File: src/rtl/glat_pkg.sv
package glat_pkg;
  typedef enum logic {DIR_UP = 1'b0, DIR_DOWN = 1'b1} sweep_dir_e;

  function automatic logic [7:0] to_gray8(input logic [7:0] b);
    return b ^ (b >> 1);
  endfunction
endpackage

File: src/rtl/glat_timestamp.sv
module glat_timestamp #(
  parameter int TS_W = 8
) (
  input  logic            clk,
  input  logic            rst_n,
  input  logic [TS_W-1:0] turn_n,
  output logic [TS_W-1:0] ts_gray
);
  import glat_pkg::*;

  logic [TS_W-1:0] count_q;
  sweep_dir_e      dir_q;

  // Up to turn_n, hold once, down to zero, hold once: period 2n+2.
  always_ff @(posedge clk) begin
    if (!rst_n) begin
      count_q <= '0;
      dir_q   <= DIR_UP;
    end else begin
      unique case (dir_q)
        DIR_UP: begin
          if (count_q >= turn_n) dir_q <= DIR_DOWN;
          else                   count_q <= count_q + 1'b1;
        end
        DIR_DOWN: begin
          if (count_q == '0) dir_q <= DIR_UP;
          else               count_q <= count_q - 1'b1;
        end
        default: dir_q <= DIR_UP;
      endcase
    end
  end

  assign ts_gray = count_q ^ (count_q >> 1);
endmodule

File: src/rtl/glat_slot.sv
module glat_slot #(
  parameter int TS_W    = 8,
  parameter int MATCHES = 3
) (
  input  logic            clk,
  input  logic            rst_n,
  input  logic            load,
  input  logic [TS_W-1:0] ts_gray,
  output logic            busy,
  output logic            expire
);
  localparam int MW = $clog2(MATCHES);
  localparam logic [MW-1:0] LAST_SEEN = MW'(MATCHES - 1);

  logic [TS_W-1:0] stamp_q;
  logic [MW-1:0]   seen_q;
  logic            busy_q;
  logic            match;

  assign match  = busy_q && (stamp_q == ts_gray);
  assign expire = match && (seen_q == LAST_SEEN);
  assign busy   = busy_q;

  always_ff @(posedge clk) begin
    if (!rst_n) begin
      busy_q  <= 1'b0;
      stamp_q <= '0;
      seen_q  <= '0;
    end else if (load && !busy_q) begin
      busy_q  <= 1'b1;
      stamp_q <= ts_gray;
      seen_q  <= MW'(1);          // capture cycle is the first match
    end else if (expire) begin
      busy_q  <= 1'b0;
      seen_q  <= '0;
    end else if (match) begin
      seen_q  <= seen_q + 1'b1;
    end
  end
endmodule

File: src/rtl/glat_alloc.sv
module glat_alloc #(
  parameter int NU = 2
) (
  input  logic          hit,
  input  logic [NU-1:0] busy,
  output logic [NU-1:0] grant,
  output logic          drop
);
  always_comb begin
    logic taken;
    taken = 1'b0;
    grant = '0;
    for (int i = 0; i < NU; i++) begin
      if (hit && !busy[i] && !taken) begin
        grant[i] = 1'b1;
        taken    = 1'b1;
      end
    end
    drop = hit && !taken;
  end
endmodule

File: src/rtl/gray_latency_pixel.sv
module gray_latency_pixel #(
  parameter int TS_W      = 8,
  parameter int NUM_UNITS = 2
) (
  input  logic                 clk,
  input  logic                 rst_n,
  input  logic [TS_W-1:0]      turn_n,
  input  logic                 hit,
  input  logic                 trig,
  output logic                 coinc,
  output logic [NUM_UNITS-1:0] busy,
  output logic                 hit_drop
);
  logic [TS_W-1:0]      ts_gray;
  logic [NUM_UNITS-1:0] unit_grant;
  logic [NUM_UNITS-1:0] unit_expire;

  glat_timestamp #(.TS_W(TS_W)) u_ts (
    .clk(clk), .rst_n(rst_n), .turn_n(turn_n), .ts_gray(ts_gray)
  );

  glat_alloc #(.NU(NUM_UNITS)) u_alloc (
    .hit(hit), .busy(busy), .grant(unit_grant), .drop(hit_drop)
  );

  for (genvar i = 0; i < NUM_UNITS; i++) begin : g_slot
    glat_slot #(.TS_W(TS_W), .MATCHES(3)) u_slot (
      .clk(clk), .rst_n(rst_n), .load(unit_grant[i]), .ts_gray(ts_gray),
      .busy(busy[i]), .expire(unit_expire[i])
    );
  end

  assign coinc = (|unit_expire) && trig;
endmodule

File: config.mk
export PLATFORM = sky130hd
export DESIGN_NAME = gray_latency_pixel
export DESIGN_NICKNAME = d
export VERILOG_FILES = /design/src/rtl/glat_pkg.sv /design/src/rtl/glat_timestamp.sv /design/src/rtl/glat_slot.sv /design/src/rtl/glat_alloc.sv /design/src/rtl/gray_latency_pixel.sv
export SDC_FILE = /design/constraint.sdc
export NUM_CORES = 1
export LEC_CHECK = 0
export BUFFER_PORTS_ARGS = -buffer_cell sky130_fd_sc_hd__buf_2
export CAP_MARGIN = 20
export CORE_MARGIN = 2
export CORE_UTILIZATION = 55
export CTS_BUF_LIST = sky130_fd_sc_hd__clkbuf_8
export CTS_CLUSTER_DIAMETER = 50
export CTS_CLUSTER_SIZE = 16
export DETAILED_ROUTE_END_ITERATION = 8
export PLACE_DENSITY = 0.74
export REMOVE_ABC_BUFFERS = 1
export SYNTH_ARGS = -nofsm -noshare
export SYNTH_HDL_FRONTEND = slang
export SYNTH_HIERARCHICAL = 1
export SYNTH_SLANG_ARGS = --single-unit
File: constraint.sdc
create_clock -name clk -period 2.5 [get_ports clk]
set_input_delay 0.125 -clock clk [delete_from_list [all_inputs] [get_ports clk]]
set_output_delay 0.125 -clock clk [all_outputs]
set_load 0.05 [all_outputs]
==> results.md, run 1 <==
- CTS Sinks: 31
- Status: completed
- CP startpoint kind: flip-flop
- Comb power frac: 0.551
- CP arrival: 2.27 ns
- Layout Skew: 0.00530 ns
- Final Slew Violations: 0
- Nets: 318
- Power Total: 0.00247 W
- Largest net degree at the start of global routing: 25
- Routed WL: about 4.5 mm
- Yosys reg bits: 31
- Synth Instances: about 270
- P_sw: 0.00108 W
- Post-route insts no fill: around 330
- Buf/Inv on CP: 2
- # port buffers: 15
- Final setup violating endpoints: 0
- Die area: 4370 sq um
- PwrDens: ~1000 nW/um^2
- Synth warn: 6
- Crit path largest cell delay: around 0.4 ns
- Cell-internal power: 0.00139 W
- Via density: approximately 5.5
- WHS: 0.309 ns
- Leading cell types in the layout, fill and taps excluded: nand2_1 (52), dfxtp_1 (26), a21oi_1 (24)
- Post-synth EDFFs: 0
- Flop2flop setup slack: 0.24 ns
- CP required: around 2.4 ns
- Hold Crit Class: in -> reg
- Final GP Congestion: between 0.8 and 0.9
- CTS clk-pin slew, worst paths: ~0.060 ns
- Diode count: 0
- Sequential share of power: 0.288
- Min Tclk post-route: 2.39 ns
- Clock latency on the worst-skew pair: 0.28 ns
- Synth cell types: 50
- # IOs: 16
- Initial drt markers: 131
- Max-cap viol count: 0
- Die width: 66.1 microns
- Measured slew at the worst slew-check pin: 0.637 ns
- Final ANT Viol Nets: 0
- Switching portion of total power: 0.436
- DIE HEIGHT: 66.1 microns
- Final Hold Fails: 0
- Vias: around 1800
- Vias in the first global route: 1704
- CP Class: reg -> out
- Layout cells sized above 1: 0.179
- Post-Route Setup TNS: 0 ns
- Register area share after synthesis: 0.292
- Wire length per cell after detailed routing: 13.6 microns
- Layout Utilization: 0.648
- Commonest non-fill, non-tap cell in the layout: nand2_1
- CTS tree: yes
- Ys async rst share: 0
- Fillers: 319
- Worst path depth: 8
- DRC violations left: 0
- Max FO, Critical Path: 5
- Fin crit share: 0.957
- Core Box Area: 3690 sq um
- Prevailing post-synth register cell: dfxtp_1
- Post-detail-place hpwl: 3.31 mm
- Syn-to-layout area delta: 12.6%
- Synth Cell Area: 2120 sq um
- Total GRT Usage: 0.225
- Max Freq: 0.418 GHz
- Peak supply drop: 0.000496 V
- Initial antenna violation count: 0
- CTS Buf Count: 5
- Max-slew headroom: 0.574
- Rows: 22
- Avg Cell Area, Syn: 7.95 sq um
- Clock power share: 0.160
- Reg2reg path depth: 7
- CP delay by family, top: simple AND/OR/NAND/NOR gates
- Leakage: 0.971 nW
- CP Capture Type: primary output
- CP Cell Sequence: inv_1 -> ha_1 -> xnor2_1 -> nand4_1 -> nor3_2 -> and2_1 -> o21a_1 -> clkbuf_4
- Root buffer cell: clkbuf_8
- Hold depth: 4
- Clock Tree Buf Depth: 2
- Starting Density: 0.575
- Cell count after placement: 325
- Global-route wire length before repair: 7.61 mm
- Crit-path slowest cell: dfxtp_2
- H-tree levels: 2
- Total global routing overflow: 0
- 1st-pass router iterations: 4
metal layers:
metal | GRT usage | vias up | wire length [microns]
li1 | - | 951 | -
met1 | 0.310 | 847 | 2320
met2 | 0.339 | 35 | 1930
met3 | 0.0545 | 9 | 218
met4 | 0.0816 | 0 | 59
met5 | 0 | - | 0
power groups by stage:
stage	clock [W]	combinational [W]	sequential, W
after floorplan	0	0.000974	0.000701
after global placement	0	0.00124	0.000711
after detailed placement	0	0.00125	0.000713
after CTS	0.000407	0.00127	0.000702
after global routing	0.000430	0.00154	0.000727
final	0.000396	0.00136	0.000712
cell type report:
cell class / count / area, sq um / area share
clock buffer: 6 / 82.6 / 0.0346
clock inverter: 1 / 5.00 / 0.00210
inverter: 22 / 82.6 / 0.0346
multi-input combinational: 207 / 1430 / 0.599
sequential: 31 / 627 / 0.262
tap: 48 / 60.1 / 0.0251
timing repair buffer: 18 / 100 / 0.0419
state kept, by name, summed over array words and instances (netlist names):
name                   flops
g_slot.u_slot/busy         2
g_slot.u_slot/seen_q       4
g_slot.u_slot/stamp_q     16
u_ts/count_q               8
u_ts/dir_q                 1
repair_timing:
action / 4_1_cts / 5_1_grt
setup buffers: 0 / 1
setup endpoints to repair: 0 / 1
hold buffers: 0 / 0
gates resized for setup: 0 / 14
Yosys cell counts, drive strengths merged (3+ instances only):
library cell / instances / area (sq um)
nand2: 53 / 201
dfxtp: 31 / 621
a21oi: 25 / 129
inv: 22 / 82.6
ha: 20 / 250
xnor2: 16 / 140
o21ai: 11 / 58.8
nor2: 10 / 37.5
mux2i: 8 / 80.1
nand3: 7 / 40.0
clkbuf: 5 / 18.8
nand2b: 5 / 31.3
nand4: 5 / 31.3
nor3: 5 / 30.0
nor2b: 4 / 25.0
xor2: 4 / 35.0
a211oi: 3 / 27.5
o31ai: 3 / 22.5
or4: 3 / 22.5
stage by stage:
step	instance area, sq um	setup WS (ns)
global placement	2230	0.323
CTS	2320	0.0261
global route	2390	-0.0607
detailed placement	2230	0.270
floorplan	2080	0.452
finish	2390	0.106
tightest hold or removal path, delay by kind of cell:
| kind | cells | cell delay, ns |
|---|---|---|
| buf+inv | 1 | 0.09 |
| compound gates | 2 | 0.18 |
| simple gates | 1 | 0.15 |
cells by family after synthesis:
logic type	after synthesis	share of synthesized area
fa+ha+maj	21	0.127
buf+inv	29	0.0566
flops	31	0.292
simple gates	104	0.245
mux	8	0.0377
xor+xnor	20	0.0825
compound gates	54	0.158
worst paths after layout:
path,start,to
setup / recovery,u_ts/count_q[4],coinc
hold / removal,hit,g_slot[0].u_slot/busy
setup reg to reg,u_ts/dir_q,u_ts/count_q[6]
hold reg to reg,g_slot[0].u_slot/stamp_q[4],g_slot[0].u_slot/stamp_q[4]
(Power assumes the default switching activity.)
==> inputs of run 2 (changes only) <==
--- a/config.mk
+++ b/config.mk
@@ -13,6 +13,8 @@
 export CTS_CLUSTER_DIAMETER = 50
 export CTS_CLUSTER_SIZE = 16
 export DETAILED_ROUTE_END_ITERATION = 8
+export GPL_TIMING_DRIVEN = 0
+export MAX_ROUTING_LAYER = met4
 export PLACE_DENSITY = 0.74
 export REMOVE_ABC_BUFFERS = 1
 export SYNTH_ARGS = -nofsm -noshare
==> run 2 against run 1 <==
Clock skew about the same. Critical path type unchanged. Critical path depth unchanged. Cell area increased by 0.31%. Register-to-register slack got worse by 0.10 ns. Largest cell class unchanged. Wire length about the same. Global-route usage increased by 1.1 points. Count of clock-buffer cells in the layout unchanged. Power increased by 3.5%. Clock power increased by 31%. Setup slack improved by 0.030 ns. Via count decreased by 1.0%. Combinational power decreased by 5%.
==> results.md, run 2 (synthesis gave the netlist of run 1 again) <==
- Crit path largest cell delay: 0.42 ns (+0.02 ns)
- Final Slew Violations: 0 (unchanged)
- Max-cap viol count: 0 (unchanged)
- Power Total: 0.00256 W (+3.5%)
- Layout Utilization: 0.650 (+0.00204)
- Cell-internal power: 0.00147 W (+5.7%)
- Dpl ws: 0.168 ns (-0.102 ns)
- Fin crit share: 0.945 (-0.0121)
- CP startpoint kind: flip-flop
- Top reg by flops: g_slot.u_slot/stamp_q
- Routed WL: 4.54 mm (about the same)
- CP Cell Sequence: inv_1 -> ha_2 -> xnor2_1 -> nand3_1 -> nor3_2 -> and2_1 -> o21a_1 -> buf_4
- Nets: 315 (-0.94%)
- PwrDens: 1070 nW/um^2 (+3.2%)
- Peak supply drop: 0.000570 V (+15%)
- Rows: 22 (unchanged)
- Clock power share: 0.203 (+0.043)
- Total global routing overflow: 0 (unchanged)
- CP required: 2.38 ns (about the same)
- Initial antenna violation count: 0 (unchanged)
- Vias: 1823 (-1.0%)
- Final ANT Viol Nets: 0 (unchanged)
- Syn-to-layout area delta: 12.9%
- Die area: 4370 sq um (unchanged)
- Switching portion of total power: 0.424 (-0.0118)
- Root buffer cell: clkbuf_8
- Total GRT Usage: 0.237 (+0.0115)
- Min Tclk post-route: 2.36 ns (-0.0303 ns)
- Flop2flop setup slack: 0.14 ns (-0.10 ns)
- Measured slew at the worst slew-check pin: 0.636 ns (-0.00105 ns)
- Max-slew headroom: 0.575 (+0.000702)
- CTS Buf Count: 5 (unchanged)
- Sequential share of power: 0.293 (+0.005)
- Crit-path slowest cell: ha_2
- CTS Sinks: 31 (unchanged)
- Final GP Congestion: 0.903 (+7.6%)
- Diode count: 0 (unchanged)
- Global-route wire length before repair: 7.91 mm (+3.9%)
- Vias in the first global route: 1809 (+6.2%)
- Initial drt markers: 155 (+18%)
- H-tree levels: 2 (unchanged)
- CP Class: reg -> out
- Final setup violating endpoints: 0 (unchanged)
- DRC violations left: 0 (unchanged)
- Post-detail-place hpwl: 3.25 mm (-1.7%)
- Post-Route Setup TNS: 0 ns (unchanged)
- Biggest regs: g_slot.u_slot/stamp_q: 16 flops, u_ts/count_q: 8 flops, g_slot.u_slot/seen_q: 4 flops
- P_sw: 0.00109 W (+0.72%)
- Max FO, Critical Path: 4 (-1)
- # IOs: 16 (unchanged)
- Clock latency on the worst-skew pair: 0.28 ns (about the same)
- CTS tree: yes
- Leading cell types in the layout, fill and taps excluded: nand2_1 (52), a21oi_1 (24), dfxtp_1 (24)
- Wire length per cell after detailed routing: 13.7 microns (+0.69%)
- Hold buffers post-CTS: 0 (unchanged)
- Via density: 5.51 (-0.43%)
- Comb power frac: 0.504 (-0.047)
- Layout Skew: 0.00503 ns (-0.000271 ns)
- Clock Tree Buf Depth: 2 (unchanged)
- Commonest non-fill, non-tap cell in the layout: nand2_1
- # port buffers: 15 (unchanged)
- Core Box Area: 3690 sq um (unchanged)
- Max FFs per register: 16 (unchanged)
- Status: completed
- Leakage: 0.969 nW (-0.26%)
- CP Capture Type: primary output
- 1st-pass router iterations: 4 (unchanged)
- CTS clk-pin slew, worst paths: 0.07 ns (about the same)
- Die width: 66.1 microns (unchanged)
- Layout cells sized above 1: 0.184 (+0.00480)
- CP arrival: 2.24 ns (-0.03 ns)
- RSZ-0062 raised after global routing: no
- Starting Density: 0.575 (unchanged)
- Max Freq: 0.423 GHz (+1.3%)
- Final Hold Fails: 0 (unchanged)
- Worst setup slack after layout: 0.137 ns (+0.0303 ns)
- Setup bufs post-CTS: 0 (unchanged)
- Hold Crit Class: in -> reg
- Largest net degree at the start of global routing: 25 (unchanged)
- DIE HEIGHT: 66.1 microns (unchanged)
[run 2: changes by cell type in the layout (fill, tap and decap cells not counted), sizes merged]
cell,previous run,this run
clkbuf,7,6
buf,17,15
bufinv,0,1
[run 2: metrics by stage]
step / hold slack (ns) / std cells / instance area, sq um
after global placement: 0.454 / 323 / 2220
after CTS: 0.292 / 331 / 2340
after detailed placement: 0.461 / 323 / 2220
after floorplan: 0.260 / 260 / 2080
final: 0.298 / 331 / 2400
after global routing: 0.341 / 331 / 2400
[run 2: final timing paths]
| check | startpoint | end | depth (start not counted) |
|---|---|---|---|
| max | u_ts/count_q[0] | coinc | 8 |
| min | hit | g_slot[0].u_slot/busy | 4 |
| max reg2reg | u_ts/dir_q | u_ts/count_q[6] | 7 |
| min reg2reg | g_slot[1].u_slot/stamp_q[5] | g_slot[1].u_slot/stamp_q[5] | 2 |
[run 2: worst max-delay path, delay by kind of cell, from the launching register on]
kind / cells / cell delay, ns
adders and majority gates: 1 / 0.42
AOI/OAI and AO/OA: 1 / 0.12
and+or+nand+nor: 3 / 0.56
DFF: 1 / 0.39
xor gates and xnor gates: 1 / 0.14
buffers and inverters: 2 / 0.33
[run 2: layer usage]
metal  wire [microns]  up-vias  GRT usage
met3              215        5     0.0409
met1             2180      831      0.310
met4               44        0     0.0663
met5                0        -          -
li1                 -      949          -
met2             2100       38      0.376
[run 2: final cells by class]
type / count / area, sq um
multi-input cells: 207 / 1430
well taps: 48 / 60.1
clock inverters: 2 / 35.0
repair buffers: 15 / 77.6
clock buffers: 6 / 82.6
flip-flops and latches: 31 / 632
fillers: 316 / 1290
inverters: 22 / 82.6
[run 2: power by group through the flow]
stage | logic [W] | clock network (W) | registers (W)
5_1_grt | 0.00145 | 0.000540 | 0.000762
4_1_cts | 0.00122 | 0.000519 | 0.000731
2_1_floorplan | 0.000974 | 0 | 0.000701
3_3_place_gp | 0.00117 | 0 | 0.000731
3_5_place_dp | 0.00121 | 0 | 0.000740
6_report | 0.00129 | 0.000518 | 0.000750
[run 2: timing repair]
| item | in CTS | in global routing |
|---|---|---|
| cloned | 0 | 0 |
| resized for setup | 2 | 15 |
| endpoints found under the setup margin | 1 | 1 |
